==> config.mk <==
export PLATFORM = sky130hd
export DESIGN_NAME = eee_lpi_ctrl
export DESIGN_NICKNAME = d
export VERILOG_FILES = /design/src/rtl/eee_lpi_pkg.sv /design/src/rtl/lpi_recov_cfg.sv /design/src/rtl/lpi_idle_counter.sv /design/src/rtl/lpi_recov_timer.sv /design/src/rtl/lpi_dir_ctrl.sv /design/src/rtl/eee_lpi_ctrl.sv
export SDC_FILE = /design/constraint.sdc
export NUM_CORES = 1
export LEC_CHECK = 0
export BUFFER_PORTS_ARGS = -buffer_cell sky130_fd_sc_hd__buf_4
export CAP_MARGIN = 10
export CORE_MARGIN = 1
export CORE_UTILIZATION = 40
export CTS_CLUSTER_SIZE = 24
export DETAILED_ROUTE_END_ITERATION = 7
export GPL_ROUTABILITY_DRIVEN = 1
export PLACE_DENSITY = 0.55
export SYNTH_ARGS = -nofsm -noshare
export SYNTH_HDL_FRONTEND = slang
export SYNTH_SLANG_ARGS = --single-unit
==> constraint.sdc <==
create_clock -name clk -period 6.9 [get_ports clk]
set_clock_uncertainty 0.15 [all_clocks]
set_input_delay 2.07 -clock clk [delete_from_list [all_inputs] [get_ports clk]]
set_output_delay 2.07 -clock clk [all_outputs]
set_load 0.02 [all_outputs]
==> src/rtl/eee_lpi_pkg.sv <==
package eee_lpi_pkg;

  typedef enum logic [1:0] {
    LPI_ST_ACTIVE  = 2'd0,
    LPI_ST_QUIET   = 2'd1,
    LPI_ST_RECOVER = 2'd2
  } lpi_state_e;

  localparam int RECOV_W = 8;

endpackage

==> src/rtl/lpi_recov_cfg.sv <==
module lpi_recov_cfg
  import eee_lpi_pkg::*;
#(
  parameter int RECOV_DEFAULT_US = 25,
  parameter int RECOV_CAP_US     = 29
) (
  input  logic               clk,
  input  logic               rst_n,
  input  logic               wr,
  input  logic [RECOV_W-1:0] wdata,
  output logic [RECOV_W-1:0] eff_us
);

  localparam logic [RECOV_W-1:0] DEF_VAL = RECOV_W'(RECOV_DEFAULT_US);
  localparam logic [RECOV_W-1:0] CAP_VAL = RECOV_W'(RECOV_CAP_US);

  logic [RECOV_W-1:0] raw_q;

  always_ff @(posedge clk) begin
    if (!rst_n)  raw_q <= DEF_VAL;
    else if (wr) raw_q <= wdata;
  end

  // zero acts as one microsecond, large values saturate at the cap
  always_comb begin
    if (raw_q == '0)          eff_us = RECOV_W'(1);
    else if (raw_q > CAP_VAL) eff_us = CAP_VAL;
    else                      eff_us = raw_q;
  end

endmodule

==> src/rtl/lpi_idle_counter.sv <==
module lpi_idle_counter #(
  parameter int CNT_W = 16
) (
  input  logic             clk,
  input  logic             rst_n,
  input  logic             run,
  input  logic [CNT_W-1:0] limit,
  output logic             reached
);

  logic [CNT_W-1:0] cnt_q;
  logic [CNT_W:0]   cnt_nxt;
  logic [CNT_W:0]   lim_eff;

  always_comb begin
    cnt_nxt = {1'b0, cnt_q} + (CNT_W+1)'(1);
    lim_eff = (limit == '0) ? (CNT_W+1)'(1) : {1'b0, limit};
    reached = run && (cnt_nxt >= lim_eff);
  end

  always_ff @(posedge clk) begin
    if (!rst_n)               cnt_q <= '0;
    else if (!run || reached) cnt_q <= '0;
    else                      cnt_q <= cnt_nxt[CNT_W-1:0];
  end


  idle_cnt_bound_chk: assert property (@(posedge clk) disable iff (!rst_n)
    {1'b0, cnt_q} < lim_eff);

endmodule

==> src/rtl/lpi_recov_timer.sv <==
module lpi_recov_timer
  import eee_lpi_pkg::*;
#(
  parameter int TICKS_PER_US = 250
) (
  input  logic               clk,
  input  logic               rst_n,
  input  logic               start,
  input  logic               run,
  input  logic [RECOV_W-1:0] limit_us,
  output logic               done
);

  localparam int CYC_W = (TICKS_PER_US > 1) ? $clog2(TICKS_PER_US) : 1;
  localparam logic [CYC_W-1:0] CYC_LAST = CYC_W'(TICKS_PER_US - 1);

  logic [CYC_W-1:0]   cyc_q;
  logic [RECOV_W-1:0] us_q;
  logic [RECOV_W-1:0] lim_q;
  logic               us_tick;

  assign us_tick = (cyc_q == CYC_LAST);
  assign done    = run && !start && us_tick && (us_q == lim_q - RECOV_W'(1));

  always_ff @(posedge clk) begin
    if (!rst_n) begin
      cyc_q <= '0;
      us_q  <= '0;
      lim_q <= RECOV_W'(1);
    end else if (start) begin
      cyc_q <= '0;
      us_q  <= '0;
      lim_q <= limit_us;
    end else if (run) begin
      if (us_tick) begin
        cyc_q <= '0;
        us_q  <= us_q + RECOV_W'(1);
      end else begin
        cyc_q <= cyc_q + CYC_W'(1);
      end
    end
  end


  recov_us_window_chk: assert property (@(posedge clk) disable iff (!rst_n)
    run |-> (us_q < lim_q));


  tick_range_chk: assert property (@(posedge clk) disable iff (!rst_n)
    cyc_q <= CYC_LAST);

endmodule

==> src/rtl/lpi_dir_ctrl.sv <==
module lpi_dir_ctrl
  import eee_lpi_pkg::*;
#(
  parameter int IDLE_W       = 16,
  parameter int TICKS_PER_US = 250
) (
  input  logic               clk,
  input  logic               rst_n,
  input  logic               speed_100,
  input  logic               eee_ok,
  input  logic               path_idle,
  input  logic               evt_hit,
  input  logic [IDLE_W-1:0]  idle_cycles,
  input  logic [RECOV_W-1:0] recov_us,
  output logic               lpi_req,
  output logic               clk_en,
  output logic               ready
);

  lpi_state_e state_q, state_d;
  logic       allowed;
  logic       idle_run;
  logic       idle_reached;
  logic       wake;
  logic       recov_start;
  logic       recov_done;

  assign allowed     = speed_100 && eee_ok;
  assign idle_run    = (state_q == LPI_ST_ACTIVE) && allowed && path_idle && !evt_hit;
  assign wake        = !allowed || !path_idle || evt_hit;
  assign recov_start = (state_q == LPI_ST_QUIET) && wake;

  lpi_idle_counter #(.CNT_W(IDLE_W)) u_idle (
    .clk     (clk),
    .rst_n   (rst_n),
    .run     (idle_run),
    .limit   (idle_cycles),
    .reached (idle_reached)
  );

  lpi_recov_timer #(.TICKS_PER_US(TICKS_PER_US)) u_recov (
    .clk      (clk),
    .rst_n    (rst_n),
    .start    (recov_start),
    .run      (state_q == LPI_ST_RECOVER),
    .limit_us (recov_us),
    .done     (recov_done)
  );

  always_comb begin
    state_d = state_q;
    unique case (state_q)
      LPI_ST_ACTIVE:  if (idle_reached) state_d = LPI_ST_QUIET;
      LPI_ST_QUIET:   if (wake)         state_d = LPI_ST_RECOVER;
      LPI_ST_RECOVER: if (recov_done)   state_d = LPI_ST_ACTIVE;
      default:                          state_d = LPI_ST_ACTIVE;
    endcase
  end

  always_ff @(posedge clk) begin
    if (!rst_n) state_q <= LPI_ST_ACTIVE;
    else        state_q <= state_d;
  end

  assign lpi_req = (state_q == LPI_ST_QUIET);
  assign clk_en  = (state_q != LPI_ST_QUIET);
  assign ready   = (state_q == LPI_ST_ACTIVE);


  slow_link_no_lpi_chk: assert property (@(posedge clk) disable iff (!rst_n)
    !speed_100 |=> !lpi_req);


  no_agreement_no_lpi_chk: assert property (@(posedge clk) disable iff (!rst_n)
    !eee_ok |=> !lpi_req);


  traffic_wakes_chk: assert property (@(posedge clk) disable iff (!rst_n)
    (lpi_req && !path_idle) |=> (!lpi_req && !ready));


  event_wakes_chk: assert property (@(posedge clk) disable iff (!rst_n)
    (lpi_req && evt_hit) |=> !lpi_req);


  exit_not_ready_chk: assert property (@(posedge clk) disable iff (!rst_n)
    $fell(lpi_req) |-> !ready);


  entry_needs_idle_chk: assert property (@(posedge clk) disable iff (!rst_n)
    $rose(lpi_req) |-> $past(path_idle));

endmodule

==> src/rtl/eee_lpi_ctrl.sv <==
module eee_lpi_ctrl
  import eee_lpi_pkg::*;
#(
  parameter int NUM_DIR          = 2,
  parameter int NUM_EVT          = 2,
  parameter int IDLE_W           = 16,
  parameter int TICKS_PER_US     = 250,
  parameter int RECOV_DEFAULT_US = 25,
  parameter int RECOV_CAP_US     = 29
) (
  input  logic               clk,
  input  logic               rst_n,
  input  logic               speed_100,
  input  logic [NUM_DIR-1:0] eee_ok,
  input  logic [NUM_DIR-1:0] path_idle,
  input  logic [NUM_EVT-1:0] wake_evt,
  input  logic [NUM_EVT-1:0] wake_mask,
  input  logic [IDLE_W-1:0]  idle_cycles,
  input  logic               cfg_wr,
  input  logic [7:0]         cfg_recov_us,
  output logic [NUM_DIR-1:0] lpi_req,
  output logic [NUM_DIR-1:0] clk_en,
  output logic [NUM_DIR-1:0] ready
);

  logic [RECOV_W-1:0] recov_eff;
  logic               evt_hit;

  assign evt_hit = |(wake_evt & wake_mask);

  lpi_recov_cfg #(
    .RECOV_DEFAULT_US (RECOV_DEFAULT_US),
    .RECOV_CAP_US     (RECOV_CAP_US)
  ) u_cfg (
    .clk    (clk),
    .rst_n  (rst_n),
    .wr     (cfg_wr),
    .wdata  (cfg_recov_us),
    .eff_us (recov_eff)
  );

  for (genvar d = 0; d < NUM_DIR; d++) begin : g_dir
    lpi_dir_ctrl #(
      .IDLE_W       (IDLE_W),
      .TICKS_PER_US (TICKS_PER_US)
    ) u_dir (
      .clk         (clk),
      .rst_n       (rst_n),
      .speed_100   (speed_100),
      .eee_ok      (eee_ok[d]),
      .path_idle   (path_idle[d]),
      .evt_hit     (evt_hit),
      .idle_cycles (idle_cycles),
      .recov_us    (recov_eff),
      .lpi_req     (lpi_req[d]),
      .clk_en      (clk_en[d]),
      .ready       (ready[d])
    );
  end

endmodule

==> metrics.txt <==
post-synthesis compound-gate area fraction 0.104; largest family of logic cells by synthesized area simple AND/OR/NAND/NOR gates; critical path arrival 4.58 ns; DR WL/cell roughly 14 µm; GRT Resource Usage Total 0.181; Final Max Slew Viols 0; worst slack at placement 1.89 ns; syn_area_per_cell approximately 9 µm²; Critical Path Start Type input port; CTS sink cnt 92; gpl congestion 0.808; ranking of synthesized cells by area dfxtp_1, ha_1, xnor2_1; die area about 14000 µm²; CTS Buffer Depth 2; non-filler cells in the finished layout 794; Starting DRT DRC Count slightly below 200; final hold viol count 0; DRT antenna net count 0; Starting Density 0.413; grt ovf 0; Final setup viols 0; TritonCTS Buffers 9; CTS tree yes; die width 117 µm; Worst setup EP type flop; FILL cells 1255; Layout Utilization 0.471; Post-Syn Nets between 600 and 700; n_diodes 0; P_leak ~0.0026 µW; Rows between 40 and 50; Clock Latency Late Sink 0.35 ns; Critical Path Fanout Max 17; Syn Std Cell Area 5260 µm²; status finished, final reports clean; first-pass GRT wire length approximately 19 mm; WS Path Type input port to flop; Ys Warns 0; Min-Delay Endpoint g_dir[1].u_dir.u_recov.lim_q[6]; H-tree depth 3; num ports 42; Switching Fraction 0.223; Cells after Synth approximately 580; final instance area 5990 µm²; Slew @ Worst Pin ~1.1 ns; Worst Reg2Reg Path Length in Cells 12; Max VDD drop 130 µV; pin count of the biggest net entering global routing 31; initial antenna violation count 0; RSZ-0062 raised after global routing no; Yosys top cell by area dfxtp_1; Synth top cells by count dfxtp_1, nor2_1, nand2_1; IO Port Bufs 41; Final WS setup 2.43 ns; max_cap viols 0; PwrDens 183 nW/µm²; multiplexer area fraction after synthesis 0.0190; Final nets 695; Clock Power Share 0.459; reg-to-reg critical path startpoint g_dir[0].u_dir.u_idle.cnt_q[0]; layout cells sized above 1 0.129; post-CTS setup buffers 0; number of global-route vias before repair 3998; most frequent cell after synthesis dfxtp_1; area post-placement 5680 µm²; Post-Synth Adder-Cell Area 0.0999; vias post-DR 4105; Final Cycle Share 0.648; Logic pwr share 0.051; Slew headroom 0.274; Placed Instances 777; Final min period 4.47 ns; Post-synth EDFFs 0; FF-to-FF setup slack between 3 and 4 ns; DRC 0; final setup TNS 0 ns; P&R area growth vs syn 13.9%; class of the worst hold path flop to flop; Gates resized, CTS repair 0; Fmax 224 MHz; Worst R2R End g_dir[0].u_dir.state_q[0]; vias per inst 5.17; die height 117 µm; xor and xnor area share after synthesis 0.123; ys async rst share 0; Clk pin slew, worst setup/hold paths about 0.07 ns; hold path start g_dir[1].u_dir.u_recov.lim_q[6]; CORE AREA 12700 µm²; area share of the largest cell type after synthesis 0.350; Hold Path Cell Cnt 2; Post-synth top flop dfxtp_1; part of the power in registers 0.490; Worst EP required 7.00 ns; Seq cells post-synth about 90; post-synth cell types 56; HPWL after DPL 8.79 mm; post-synthesis sequential area ratio 0.350; cts hold-fix bufs 0; First-pass DRT Iterations 4; net switching power approximately 240 µW; Pint 851 µW; simple-gate share of the synthesized area 0.261; routed wire length 11.4 mm; root buf cell clkbuf_16
stage by stage:
stage               hold slack [ns]  total power [µW]
floorplan                     0.292               577
global placement              0.323               603
detailed placement            0.334               605
CTS                           0.350              1120
global route                  0.357              1140
finish                        0.344              1090
cells in the final DEF, fill, tap and decap left out, types with 12 or more instances in the layout:
| master | netlist | routed |
|---|---|---|
| and3_1 | 14 | 14 |
| nand2_1 | 44 | 44 |
| xnor2_1 | 36 | 36 |
| nor2_1 | 62 | 62 |
| nand4_1 | 14 | 14 |
| buf_4 | 6 | 42 |
| inv_1 | 31 | 31 |
| nand3_1 | 26 | 26 |
| ha_1 | 42 | 42 |
| dfxtp_1 | 92 | 92 |
| nor3b_1 | 21 | 21 |
| nor2b_1 | 12 | 12 |
| xor2_1 | 36 | 36 |
routing by layer:
metal,part of all wire,vias up,GRT usage
met5,0,-,0
met2,0.47,54,0.301
met1,0.48,1925,0.231
met3,0.026,19,0.0317
met4,0.021,0,0.0793
li1,-,2107,-
power by group through the flow:
stage	registers [µW]	clock network [µW]	logic, µW
after global placement	548	0	55.0
after detailed placement	549	0	56.3
after CTS	536	523	56.5
final	537	503	55.7
after global routing	537	544	62.3
after floorplan	548	0	28.7
final cells by class:
class,instances,area (µm²),area share
Multi-Input combinational cell,441,3200,0.534
Sequential cell,92,1840,0.308
Clock buffer,11,243,0.0405
Timing Repair Buffer,42,315,0.0527
Inverter,31,116,0.0194
Clock inverter,5,61.3,0.0102
Tap cell,172,215,0.0359
critical path, cell delays in order:
cell      delay [ns]
buf_4           0.11
nor4_1          0.50
a41o_1          0.27
ha_1            0.12
nand2b_1        0.09
a21oi_1         0.06
o21ai_0         0.16
a21oi_1         0.11
o221ai_2        0.84
nor3b_1         0.25
registers in the layout (all words and copies together), names as in the netlist:
name / flops
g_dir.u_dir.u_recov.cyc_q: 16
g_dir.u_dir.state_q: 4
g_dir.u_dir.u_idle.cnt_q: 32
g_dir.u_dir.u_recov.lim_q: 16
g_dir.u_dir.u_recov.us_q: 16
u_cfg.raw_q: 8
worst max-delay path by stage:
stage,to,slack [ns],from
2_1_floorplan,g_dir[0].u_dir.u_idle.cnt_q[8],2.90,idle_cycles[9]
3_3_place_gp,g_dir[1].u_dir.state_q[0],2.01,idle_cycles[1]
3_5_place_dp,g_dir[1].u_dir.u_idle.cnt_q[3],1.89,idle_cycles[1]
4_1_cts,g_dir[1].u_dir.u_idle.cnt_q[7],2.23,idle_cycles[1]
5_1_grt,g_dir[0].u_dir.state_q[0],2.24,idle_cycles[1]
6_report,g_dir[0].u_dir.state_q[0],2.43,idle_cycles[1]
logic make-up after synthesis:
group,count (synthesis)
and+or+nand+nor,246
DFF,92
adders and majority gates,42
buffers and inverters,50
xor gates and xnor gates,73
AOI/OAI and AO/OA,70
muxes,10
Note: power is estimated with default switching activity, not from simulation.
